===== config.mk =====
export PLATFORM = sky130hd
export DESIGN_NAME = prio_vec_intc
export DESIGN_NICKNAME = d
export VERILOG_FILES = /design/src/rtl/pvi_pkg.sv /design/src/rtl/pvi_slot.sv /design/src/rtl/pvi_pick.sv /design/src/rtl/prio_vec_intc.sv
export SDC_FILE = /design/constraint.sdc
export NUM_CORES = 1
export LEC_CHECK = 0
export BUFFER_PORTS_ARGS = -buffer_cell sky130_fd_sc_hd__clkbuf_2
export CAP_MARGIN = 10
export CELL_PAD_IN_SITES_DETAIL_PLACEMENT = 0
export CELL_PAD_IN_SITES_GLOBAL_PLACEMENT = 1
export CORE_MARGIN = 5
export CORE_UTILIZATION = 34
export DETAILED_ROUTE_END_ITERATION = 10
export GPL_TIMING_DRIVEN = 0
export PLACE_DENSITY = 0.73
export SETUP_SLACK_MARGIN = 0.3
export SKIP_CTS_REPAIR_TIMING = 1
export SLEW_MARGIN = 10
export SYNTH_ARGS = -nofsm -noshare
export SYNTH_HDL_FRONTEND = slang
export SYNTH_HIERARCHICAL = 1
export SYNTH_SLANG_ARGS = --single-unit

===== constraint.sdc =====
create_clock -name clk -period 4.45 [get_ports clk]
set_input_delay 0.445 -clock clk [delete_from_list [all_inputs] [get_ports clk]]
set_output_delay 0.445 -clock clk [all_outputs]
set_load 0.1 [all_outputs]

===== src/rtl/pvi_pkg.sv =====
package pvi_pkg;
  localparam logic [2:0] OP_HALT     = 3'b000;
  localparam logic [2:0] OP_FLAG     = 3'b001;
  localparam logic [2:0] OP_SKIP_CLR = 3'b010;
  localparam logic [2:0] OP_SKIP_SET = 3'b011;
  localparam logic [2:0] OP_CTRL     = 3'b111;
endpackage


===== src/rtl/pvi_slot.sv =====
module pvi_slot
  import pvi_pkg::*;
#(
  parameter bit CAN_REQ = 1'b1
) (
  input  logic       clk,
  input  logic       rst,
  input  logic       io_hit,
  input  logic [2:0] io_op,
  input  logic       io_hc,
  input  logic       io_sub,
  input  logic       dev_set,
  input  logic       grant_me,
  output logic       flag_q,
  output logic       ctl_q,
  output logic       svc_q,
  output logic       blk
);
  logic flag_d, ctl_d, svc_d;

  always_comb begin
    flag_d = flag_q;
    if (io_hit) begin
      if (io_op == OP_FLAG) flag_d = ~io_hc;
      else if (io_hc)       flag_d = 1'b0;
    end
    if (dev_set) flag_d = 1'b1;
  end

  always_comb begin
    ctl_d = ctl_q;
    if (io_hit && io_op == OP_CTRL) ctl_d = ~io_sub;
  end

  assign svc_d = (svc_q | grant_me) & flag_d & ctl_d;

  always_ff @(posedge clk) begin
    if (rst) begin
      flag_q <= 1'b0;
      ctl_q  <= 1'b0;
      svc_q  <= 1'b0;
    end else begin
      flag_q <= flag_d;
      ctl_q  <= ctl_d;
      svc_q  <= svc_d;
    end
  end

  assign blk = CAN_REQ & ctl_q & flag_q;

  // a device pulse always leaves the flag set
  p_dev_set_flag_r3: assert property (@(posedge clk) disable iff (rst)
    dev_set |=> flag_q);

  // control changes only through a control operation
  p_ctl_cpu_only_r2: assert property (@(posedge clk) disable iff (rst)
    !(io_hit && io_op == OP_CTRL) |=> $stable(ctl_q));
endmodule


===== src/rtl/pvi_pick.sv =====
module pvi_pick #(
  parameter int N = 64,
  parameter int W = $clog2(N)
) (
  input  logic [N-1:0] req,
  output logic         found,
  output logic [W-1:0] idx
);
  always_comb begin
    found = 1'b0;
    idx   = '0;
    for (int i = N - 1; i >= 0; i--) begin
      if (req[i]) begin
        found = 1'b1;
        idx   = W'(i);
      end
    end
  end
endmodule


===== src/rtl/prio_vec_intc.sv =====
module prio_vec_intc
  import pvi_pkg::*;
#(
  parameter int CODE_W    = 6,
  parameter int FIRST_REQ = 4,
  localparam int NUM_DEV  = 1 << CODE_W
) (
  input  logic               clk,
  input  logic               rst,
  input  logic               io_valid,
  input  logic [2:0]         io_op,
  input  logic [CODE_W-1:0]  io_sel,
  input  logic               io_hc,
  input  logic               io_sub,
  input  logic [NUM_DEV-1:0] dev_flag_set,
  input  logic               int_enable,
  input  logic               insn_boundary,
  output logic               irq,
  output logic               int_ack,
  output logic [CODE_W-1:0]  int_vec,
  output logic               skip
);
  logic [NUM_DEV-1:0] hit, gnt_me, flag_v, ctl_v, svc_v, blk_v;
  logic               found, eligible, grant;
  logic [CODE_W-1:0]  win_idx;
  logic [NUM_DEV-1:0] below_mask;

  for (genvar d = 0; d < NUM_DEV; d++) begin : g_slot
    assign hit[d]    = io_valid && (io_sel == CODE_W'(d));
    assign gnt_me[d] = grant && (win_idx == CODE_W'(d));
    pvi_slot #(.CAN_REQ(d >= FIRST_REQ)) u_slot (
      .clk      (clk),
      .rst      (rst),
      .io_hit   (hit[d]),
      .io_op    (io_op),
      .io_hc    (io_hc),
      .io_sub   (io_sub),
      .dev_set  (dev_flag_set[d]),
      .grant_me (gnt_me[d]),
      .flag_q   (flag_v[d]),
      .ctl_q    (ctl_v[d]),
      .svc_q    (svc_v[d]),
      .blk      (blk_v[d])
    );
  end

  pvi_pick #(.N(NUM_DEV), .W(CODE_W)) u_pick (
    .req   (blk_v),
    .found (found),
    .idx   (win_idx)
  );

  assign eligible   = found && !svc_v[win_idx];
  assign grant      = eligible && int_enable && insn_boundary;
  assign below_mask = (NUM_DEV'(1) << win_idx) - NUM_DEV'(1);

  always_ff @(posedge clk) begin
    if (rst) begin
      irq     <= 1'b0;
      int_ack <= 1'b0;
      int_vec <= '0;
      skip    <= 1'b0;
    end else begin
      irq     <= int_enable && eligible && !grant;
      int_ack <= grant;
      if (grant) int_vec <= win_idx;
      skip    <= io_valid &&
                 ((io_op == OP_SKIP_CLR && !flag_v[io_sel]) ||
                  (io_op == OP_SKIP_SET &&  flag_v[io_sel]));
    end
  end

  // a grant follows an enabled boundary strobe
  p_ack_at_boundary_r6: assert property (@(posedge clk) disable iff (rst)
    int_ack |-> $past(insn_boundary && int_enable));

  // reserved codes are never vectored
  p_vec_not_reserved_r5: assert property (@(posedge clk) disable iff (rst)
    int_ack |-> int_vec >= CODE_W'(FIRST_REQ));

  // the selected code is the lowest one asking for service
  p_pick_lowest_r6: assert property (@(posedge clk) disable iff (rst)
    found |-> (blk_v[win_idx] && ((blk_v & below_mask) == '0)));

  // a skip always traces back to a flag test
  p_skip_from_test_r4: assert property (@(posedge clk) disable iff (rst)
    skip |-> $past(io_valid && (io_op == OP_SKIP_CLR || io_op == OP_SKIP_SET)));

  // a request output needs the interrupt system on
  p_irq_needs_enable_r9: assert property (@(posedge clk) disable iff (rst)
    irq |-> $past(int_enable));
endmodule


==> key figures <==
Yosys
  • Mapped Avg Cell Area: 8.22 sq um
  • Synthesized net count: 1,528
  • Area contributors post-synth: dfxtp_1, nor2_1, mux2i_1
  • Post-synth EDFFs: 0
  • Synth top cells by count: nor2_1, dfxtp_1, nand2_1
  • Seq cells post-synth: 201
  • Post-Syn Area: 11,900 sq um
  • Number of synthesis warnings: 6
  • Async set-reset flop share out of synthesis: 0%
  • Post-Synthesis Cells: 1,448
  • Post-synth top area cell: dfxtp_1
  • Count leader, synth: nor2_1
  • Library cells used by synthesis: 63
  • Post-synth top flop: dfxtp_1
  • Seq/Total Area, Yosys: 33.8%
  • Synth top area share: 33.8%

Floorplan
  • Core area: 34,500 sq um
  • Die Wd: 197 um
  • I/O pins: 89
  • Initial Utilization: 34.5%
  • Die area: 38,900 sq um
  • Die Y: 197 um
  • Row count: 68

Timing
  • Hold slack: 0.185 ns
  • Least-Margin Pin Slew: 1.12 ns
  • Unrepaired setup endpoints after global routing: true
  • Min Tclk post-route: 4.21 ns
  • Final setup margin: 0.237 ns
  • Clk_skew: 0.0144 ns
  • Max Fclk: 237 MHz
  • TNS Setup: 0 ns
  • Final worst path period share: 94.7%
  • Slew Limit Fails: 0
  • Relative slew margins: 25.3%
  • Final setup viols: 0
  • Fin. Hold Viols: 0

Place
  • Placed instance count: 1,994
  • RD Place Congestion: 0.933
  • Setup slack at placement: -0.244 ns
  • DP Wirelength: 32,800 um
  • Area of placed instances: 13,100 sq um
  • IO Port Bufs: 85

Setup path
  • Crit path arrival time: 4.65 ns
  • Worst Path Required: 4.89 ns
  • Endpoint class of the critical path: register
  • Critical Path Source Type: register
  • Worst Path Max Fanout: 8
  • Kind of critical path: reg2reg

Drt
  • Wire per inst: 22.9 um
  • Post-DRT Antenna Nets: 0
  • Vias/cell: 5.77
  • Drc violations: 0
  • Pre-antenna DRT Iters: 8
  • Final WL: 47,300 um
  • Drt first-iter violations: 1,194
  • Vias after detailed routing: 11,900

Global route
  • GRT Overall Usage: 22.9%
  • First-pass GRT wire length: 69,500 um
  • Largest net degree at the start of global routing: 123
  • Number of global-route vias before repair: 11,400
  • Grt total ovfl: 0
  • Initial antenna violation count: 0

CTS
  • Clock slew at reported path FFs: 0.06 ns
  • Max clock buf depth: 3
  • H-Tree Depth: 1
  • Root Driver: clkbuf_16
  • CTS tree: built
  • Clk sinks: 201
  • Cts bufs inserted: 24
  • Later-pin clock latency in the skew report: 0.53 ns

Cells and area
  • Non-filler cells, final: 2,069
  • Register area: 4030 sq um
  • Nets: 1,677
  • Area added between synthesis and finish: 22.2%
  • Layout cells sized above 1: 19.6%
  • Final core utilization: 42.1%
  • N_diodes: 0
  • Finished Cell Area: 14,500 sq um
  • Number of fill cells: 3,522
  • Area of the multi-input gates: 7600 sq um

Power and ir drop
  • Final Power: 4.45 mW
  • Peak supply drop: 209 uV
  • Leak: 6.35 nW
  • PwrDens: 306 nW/um^2

Run
  • # Max-Cap Violations: 0

Min path
  • HP Class: in2reg

Run status
  • Status: completed
==> routing by layer <==
layer	vias to the layer above	global-route usage (%)	part of all wire, %
met3	92	2.76	7.2
met4	0	6.93	3.1
met1	5717	31.2	42
met5	-	0	0
li1	5601	-	-
met2	521	38.1	47
==> final timing paths <==
check        cells past startpoint                startpoint  slack [ns]                 endpoint
max                             19  g_slot[63].u_slot/flag_q        0.24  g_slot[25].u_slot/svc_q
min                              2             insn_boundary        0.19                      irq
max reg2reg                     19  g_slot[63].u_slot/flag_q        0.24  g_slot[25].u_slot/svc_q
min reg2reg                      2                int_vec[3]        0.47               int_vec[3]
==> cells by family (layout without fill, tap and decap cells) <==
| kind of cell | count (synthesis) | after routing | share of synthesized area, % |
|---|---|---|---|
| compound gates | 210 | 210 | 13.6 |
| xor+xnor | 1 | 1 | 0.0736 |
| buf+inv | 113 | 279 | 4.49 |
| simple gates | 803 | 803 | 35.9 |
| mux | 116 | 116 | 12.0 |
| flops | 201 | 201 | 33.8 |
| other cells | 4 | 4 | 0.126 |
==> sequential cells by signal, indices dropped and copies added (netlist names) <==
register / count
g_slot.u_slot/ctl_q: 64
g_slot.u_slot/flag_q: 64
g_slot.u_slot/svc_q: 64
int_vec: 6
int_ack: 1
irq: 1
skip: 1
==> cell type report <==
type,count,area share (%)
clock buffers,36,5.07
repair buffers,123,6.57
flip-flops and latches,201,27.7
clock inverters,7,0.413
well taps,455,3.92
multi-input cells,1134,52.2
plain buffers,34,2.06
inverters,79,2.04
==> critical path, cell delays in order (launching register included) <==
cell	delay, ns
dfxtp_2	0.35
and2_4	0.16
nor2_1	0.05
o311ai_2	0.26
a311oi_1	0.15
o311ai_1	0.43
a41oi_1	0.24
a21oi_2	0.29
buf_8	0.21
buf_4	0.19
mux2i_4	0.28
a2111oi_1	0.11
nand3_1	0.15
and3b_1	0.17
buf_4	0.19
nand4_4	0.17
clkbuf_16	0.22
nor2_1	0.17
o21bai_1	0.13
nor4_2	0.17
==> cell usage in the layout, fill, tap and decap left out, types with 4 or more instances in the layout <==
cell type,n
nand4_4,4
dfxtp_2,4
inv_1,79
nor4_2,9
a21oi_1,15
buf_6,6
clkbuf_8,11
and2_1,59
o21bai_1,65
nand3_1,16
mux2i_2,7
a311oi_1,66
buf_2,7
clkbuf_2,80
mux2i_4,8
a22oi_1,16
conb_1,4
mux4_2,8
nand2b_1,13
nor4_1,72
clkinv_2,6
buf_4,31
o21ai_0,8
nand2_1,100
o21ai_1,4
nor3_1,77
buf_16,5
mux2i_1,83
dfxtp_1,197
nor2_1,348
buf_12,8
nor2_2,6
nor2b_1,10
nand4_2,64
mux4_1,10
clkbuf_1,12
clkbuf_16,28
==> where the power goes <==
| part | internal (mW) | total [mW] | switching (mW) |
|---|---|---|---|
| Sequential | 1.84 | 1.88 | 0.0338 |
| Clock | 1.19 | 2.01 | 0.815 |
| Combinational | 0.201 | 0.561 | 0.361 |
No activity file was read; power rests on OpenSTA's default activity.
